File: config.mk
export PLATFORM = sky130hd
export DESIGN_NAME = flash_read_mux
export DESIGN_NICKNAME = d
export VERILOG_FILES = /design/src/rtl/flash_read_mux.sv
export SDC_FILE = /design/constraint.sdc
export NUM_CORES = 1
export LEC_CHECK = 0
export BUFFER_PORTS_ARGS = -buffer_cell sky130_fd_sc_hd__buf_2
export CORE_UTILIZATION = 36
export CTS_CLUSTER_SIZE = 12
export DETAILED_ROUTE_END_ITERATION = 8
export PLACE_DENSITY_LB_ADDON = 0.3
export SYNTH_ARGS = -nofsm -noshare
export SYNTH_HDL_FRONTEND = slang
export SYNTH_SLANG_ARGS = --single-unit
export TNS_END_PERCENT = 5
File: constraint.sdc
create_clock -name clk -period 2.2 [get_ports clk]
set_clock_uncertainty 0.15 [all_clocks]
set_input_delay 0.33 -clock clk [delete_from_list [all_inputs] [get_ports clk]]
set_output_delay 0.33 -clock clk [all_outputs]
set_load 0.005 [all_outputs]
File: src/rtl/flash_read_mux.sv
module flash_read_mux #(
  parameter int ADDR_W = 17,
  parameter logic [7:0] MFR_ID = 8'h89,
  parameter logic [7:0] DEV_ID = 8'h74,
  parameter logic [7:0] DEV_ID_HI = 8'h22
) (
  input  logic              clk,
  input  logic              rst_n,
  input  logic              ce_n,
  input  logic              oe_n,
  input  logic              we_n,
  input  logic              byte_n,
  input  logic [ADDR_W-1:0] addr,
  input  logic              a_lsb,
  input  logic              id_force,
  input  logic [7:0]        status_in,
  input  logic              op_done,
  input  logic              busy,
  input  logic              suspend_ev,
  input  logic              cmd_array,
  input  logic              cmd_status,
  input  logic              cmd_id,
  output logic [ADDR_W-1:0] arr_addr,
  input  logic [15:0]       arr_rdata,
  output logic [15:0]       dq_out,
  output logic [15:0]       dq_oe
);
  localparam logic [1:0] M_ARR  = 2'd0;
  localparam logic [1:0] M_STAT = 2'd1;
  localparam logic [1:0] M_ID   = 2'd2;

  logic [1:0] mode_q, eff_mode;
  logic       susp_q, both_q;
  logic [7:0] stat_q, stat_now;
  logic [7:0] lo, hi;

  wire both_low = ~oe_n & ~ce_n;
  wire rd       = we_n & both_low;
  wire cap      = both_low & ~both_q;
  wire cmd_any  = cmd_array | cmd_status | cmd_id;

  always_ff @(posedge clk) begin
    if (!rst_n) begin
      mode_q <= M_ARR;
      susp_q <= 1'b0;
      both_q <= 1'b0;
      stat_q <= 8'h00;
    end else begin
      both_q <= both_low;
      if (cap) stat_q <= status_in;
      if (op_done)         mode_q <= M_STAT;
      else if (cmd_status) mode_q <= M_STAT;
      else if (cmd_id)     mode_q <= M_ID;
      else if (cmd_array)  mode_q <= M_ARR;
      if (suspend_ev)   susp_q <= 1'b1;
      else if (cmd_any) susp_q <= 1'b0;
    end
  end

  assign eff_mode = id_force       ? M_ID   :
                    (busy | susp_q) ? M_STAT : mode_q;
  assign stat_now = cap ? status_in : stat_q;
  assign arr_addr = addr;

  always_comb begin
    lo = stat_now;
    hi = 8'h00;
    case (eff_mode)
      M_ID: begin
        lo = addr[0] ? DEV_ID : MFR_ID;
        hi = addr[0] ? DEV_ID_HI : 8'h00;
      end
      M_STAT: ;
      default: begin
        if (byte_n) {hi, lo} = arr_rdata;
        else        lo = a_lsb ? arr_rdata[15:8] : arr_rdata[7:0];
      end
    endcase
  end

  assign dq_oe  = !rd ? 16'h0000 : (byte_n ? 16'hFFFF : 16'h00FF);
  assign dq_out = {hi, lo} & dq_oe;
endmodule


# Yosys cells after proc, flatten, opt, wreduce, memory -nomap -nowiden
# Cells that the tools add are included.
# classes
eq_ne	2
n_bitwise	11
muxes	18
reduce_logical	4
# op_table
cell	count
$mux W8	5
$mux W16	2
$pmux W8 S2	2
$and A16 B16 Y16	1
$mux W2	4
$mux W6	1
$mux W1	4
$not A1 Y1	4
$reduce_bool A2 Y1	2
$reduce_bool A4 Y1	1
$and A1 B1 Y1	3
$or A1 B1 Y1	3
$reduce_or A3 Y1	1
$eq A2 B1 Y1 const B	1
$eq A2 B2 Y1 const B	1
# word_totals
register_bits	12
inputBits	55
word_cells	40

# Depth between registers and ports, before layout
# logic_depth
word_depth	6
ltp_mapped	7

# Least setup slack after synthesis
# No wires, ideal clock.
# synth_path
path_kind	register -> output
startpoint	reg susp_q
endpoint	out dq_out[0]
slack_ps	174
arrival_ps	1546
stages_incl_launch_ff	7
n_path_buf	1
path_cell_list	dfxtp_1 -> nor3_1 -> or2_2 -> ha_1 -> clkbuf_1 -> nor2_1 -> a21oi_1
# synth_between
elab_chain_len	6
# synth_lines
element	line_no	source
start, declared	33	logic susp_q, both_q;
start signal, assigned	45	susp_q <= 1'b0;
start signal, assigned	55	if (suspend_ev) susp_q <= 1'b1;
start signal, assigned	56	else if (cmd_any) susp_q <= 1'b0;
$or A1 B1 Y1 *	61	(busy | susp_q) ? M_STAT : mode_q;
$mux W2 *	61	
$mux W2 *	60	assign eff_mode = id_force ? M_ID :
$eq A2 B1 Y1 / $eq A2 B2 Y1 (equally long branches)	68	case (eff_mode)
$pmux W8 S2 *	68	
$and A16 B16 Y16 *	82	assign dq_out = {hi, lo} & dq_oe;
end, declared	25	output logic [15:0] dq_out,
# Mark *: on every way between the ends. The rest lies on a longest branch, timed or not.

# Final worst setup path
# layout_path
startpoint	reg susp_q
endpoint	out dq_out[3]
# Same word-level chain as after synthesis.

==> results.md <==
* Outcome: finished with violations
* Failing checks: setup timing
* Max Slew Vio Count at 0
* Worst skew pair latency at 0.27 ns
* Final min period at 2.336 ns
* Crit share post-route at 106.2%
* Crit path launch type: flip-flop
* Worst r2r src: both_q
* Hold depth at 2
* CTS tree: yes
* Fillcell total at about 280
* VDD IR max at 0.4088 mV
* Fin nets at around 230
* CP required at around 1.7 ns
* Post-Synth Adder-Cell Area at 2.372%
* Clock root cell: clkbuf_4
* Final WS setup at -0.1356 ns
* First-pass GRT wire length at around 3.8 mm
* # Max-Cap Violations at 0
* Syn_nets at 179
* Avg Inst Size Synth at 8.646 um2
* Static Leak at 0.7526 nW
* Worst Tran Pin Value at 0.5062 ns
* Layout cells sized above 1 at 62.35%
* Post-synthesis mux area share at 15.78%
* Die Height at 56.13 um
* Initial antenna violation count at 0
* Grt total ovfl at 0
* First-pass DRT Iterations at 4
* CTS clk-pin slew, worst paths at approximately 0.07 ns
* Hold wc startpoint: op_done
* Remaining antenna violation count at 0
* Die area at between 3000 and 4000 um2
* Register bit count reported by yosys at 12
* Initial core utilization at approximately two fifths
* CP Capture Type: primary output
* PD cells at 430.0 nW/um2
* Yosys cell types at 31
* Overall Global Routing Usage at 15.18%
* Seq pwr share at a little under two fifths
* Gpl congestion at 0.7528
* Cell count after synthesis at roughly 120
* Syn Std Cell Area at 1055 um2
* Fin. Hold Viols at 0
* Vias per inst at 4.871
* Yosys warnings at 0
* Routed vias at 979
* Crit-path max FO at 3
* # setup viols final at 16
* Worst rel slew slack at approximately two thirds
* Clock Path Buffers at 2
* Worst-case reg-to-reg path depth at 4
* DRC viols at 0
* Final hold slack at 0.07590 ns
* Area growth from synthesis to layout at 33.33%
* Register area share after synthesis at 22.78%
* Number of CTS-inserted buffers at 3
* ANT cells at 0
* P_sw at 172.7 uW
* Synth Area in Simple Gates at between 10% and 20%
* Int Power at between 400 and 500 uW
* Main combinational cell family by area after synthesis: buffers and inverters
* Overall power at 604.8 uW
* Crit path kind: reg -> out
* Worst hold path type: in -> reg
* Critical Path AT at 1.86 ns
* Comb pwr share at 33.0%
* Die W at about 56 um
* First DRT Iteration DRCs at 6
* Sinks on the clock net at 12
* Clk network pwr share at 28.6%
* # IOs at roughly 100
* Largest net degree at the start of global routing at 13
* Drt wl/cell at roughly 12 um
* Core area at ~2800 um2
* DPL Wire Length at roughly 2 mm
* F_max at 428.2 MHz
* Vias in the first global route at 909
* RSZ-0062 raised after global routing: yes
* Cell row count at 19
* Synth Area in Compound Gates at 13.64%
* Hold endpoint: mode_q[1]
* R2R Path End: stat_q[2]
* Clock H-tree levels at 1
* Switching Share at 28.56%
* FF-to-FF setup slack at 0.86 ns
* IO buf count at 71
* Post-synthesis xor/xnor area fraction at 0%
* Final wirelength at 2.449 mm
[layer usage]
metal | vias up | global-route usage [%] | part of all wire, % | wire length [um]
li1 | 487 | - | - | -
met1 | 442 | 17.69 | 39 | 955
met5 | - | 0 | 0 | 0
met2 | 42 | 26.70 | 52 | 1264
met4 | 0 | 9.059 | 1.8 | 45
met3 | 8 | 1.395 | 7.5 | 184
[placed cells by master, fill, tap and decap left out]
| master | synthesis | layout |
|---|---|---|
| mux2i_1 | 14 | 14 |
| dfxtp_2 | 0 | 2 |
| nor2b_1 | 8 | 7 |
| a21boi_1 | 1 | 1 |
| nand2_1 | 2 | 1 |
| a21oi_1 | 7 | 3 |
| buf_2 | 1 | 71 |
| nand2b_1 | 1 | 1 |
| buf_8 | 0 | 1 |
| and2_1 | 8 | 8 |
| clkbuf_4 | 0 | 3 |
| nor3b_1 | 2 | 2 |
| o31ai_2 | 0 | 1 |
| a21oi_2 | 0 | 4 |
| nor3b_2 | 1 | 1 |
| inv_1 | 5 | 5 |
| nor3_2 | 0 | 1 |
| mux2_4 | 1 | 1 |
| o21a_1 | 1 | 1 |
| nor2_1 | 2 | 2 |
| ha_4 | 0 | 2 |
| mux2_2 | 1 | 1 |
| nor2b_4 | 0 | 1 |
| a21o_1 | 5 | 5 |
| or2_4 | 0 | 1 |
| o31a_1 | 1 | 1 |
| and3_4 | 0 | 1 |
| nand2_2 | 0 | 1 |
| nand3b_1 | 1 | 1 |
| dfxtp_1 | 12 | 10 |
| o21ai_4 | 0 | 1 |
| a221oi_2 | 0 | 4 |
| clkbuf_8 | 0 | 1 |
| buf_4 | 32 | 7 |
| nor4b_1 | 2 | 2 |
| nor3_4 | 1 | 1 |
[synth_stat cells]
cell      count  area share, %
o31a_1        1           0.83
nor2_1        2           0.71
a21o_1        5            3.6
buf_4        32             23
nand2_1       2           0.71
dfxtp_1      12             23
o21ai_1       1           0.47
nand3b_1      1           0.71
mux2_4        1            1.4
buf_1         1           0.36
o31ai_1       1           0.71
a221oi_1      4            3.3
nor2b_1       8            4.7
nor3b_2       1            1.2
ha_1          2            2.4
and2_1        8            4.7
inv_1         5            1.8
nor3_1        1           0.47
nor4b_1       2            1.7
o21a_1        1           0.71
nor3_4        1            1.5
buf_2         1           0.47
mux2_2        1            1.1
nand2b_1      1           0.59
clkbuf_1      1           0.36
a21oi_1       7            3.3
mux2i_1      14             13
a21boi_1      1           0.71
nor3b_1       2            1.4
and3_1        1           0.59
or2_2         1           0.59
[flip-flops by register name (all words and copies together), names as in the netlist]
| name | cells |
|---|---|
| both_q | 1 |
| susp_q | 1 |
| stat_q | 8 |
| mode_q | 2 |
[power by group through the flow]
stage          combinational [mW]  sequential (mW)  clock, mW
3_5_place_dp                0.165            0.237          0
2_1_floorplan               0.120            0.236          0
4_1_cts                     0.183            0.232      0.181
3_3_place_gp                0.163            0.236          0
6_report                    0.199            0.232      0.173
5_1_grt                     0.219            0.233      0.190
[worst max-delay path by stage]
stage / start / endpoint / slack [ns]
global route: mode_q[0] / dq_out[2] / -0.21
finish: susp_q / dq_out[3] / -0.14
CTS: mode_q[0] / dq_out[0] / -0.13
global placement: id_force / dq_out[0] / -0.03
floorplan: susp_q / dq_out[0] / 0.17
detailed placement: busy / dq_out[11] / -0.06
[what timing repair did]
item,in CTS,in global routing
pin swaps,8,2
resized for setup,15,9
endpoints found under the setup margin,16,16
hold buffers,0,0
setup buffers,1,0
[cell families after synthesis]
kind of cell,count (synthesis)
buf+inv,40
simple gates,31
compound gates,21
mux,16
flops,12
fa+ha+maj,2
[area by class of cell]
type / count / area [um2] / area share, %
clock buffer: 4 / 36.28 / 2.580
multi-input combinational: 70 / 646.9 / 46.00
sequential: 12 / 242.7 / 17.26
timing repair buffer: 79 / 422.9 / 30.07
inverter: 5 / 18.77 / 1.335
tap: 31 / 38.79 / 2.758
[metrics by stage]
| stage | worst slack (ns) | cell area, um2 | utilization, % | TNS (ns) | cells |
|---|---|---|---|---|---|
| CTS | -0.1291 | 1351 | 49.00 | -1.142 | 201 |
| global placement | -0.03242 | 1249 | 45.28 | -0.3234 | 196 |
| global route | -0.2081 | 1406 | 51.00 | -2.559 | 201 |
| detailed placement | -0.05949 | 1249 | 45.28 | -0.6342 | 196 |
| floorplan | 0.1738 | 1055 | - | 0 | 122 |
| finish | -0.1356 | 1406 | 51.00 | -1.253 | 201 |
[critical path, stage by stage, from the launching register on]
cell	delay [ns]
dfxtp_2	0.35
nor3_2	0.04
or2_4	0.26
ha_4	0.16
nor2b_4	0.12
o31ai_2	0.22
buf_4	0.16
a21o_1	0.10
a21oi_2	0.04
buf_2	0.13
No activity file was read; power rests on OpenSTA's default activity.
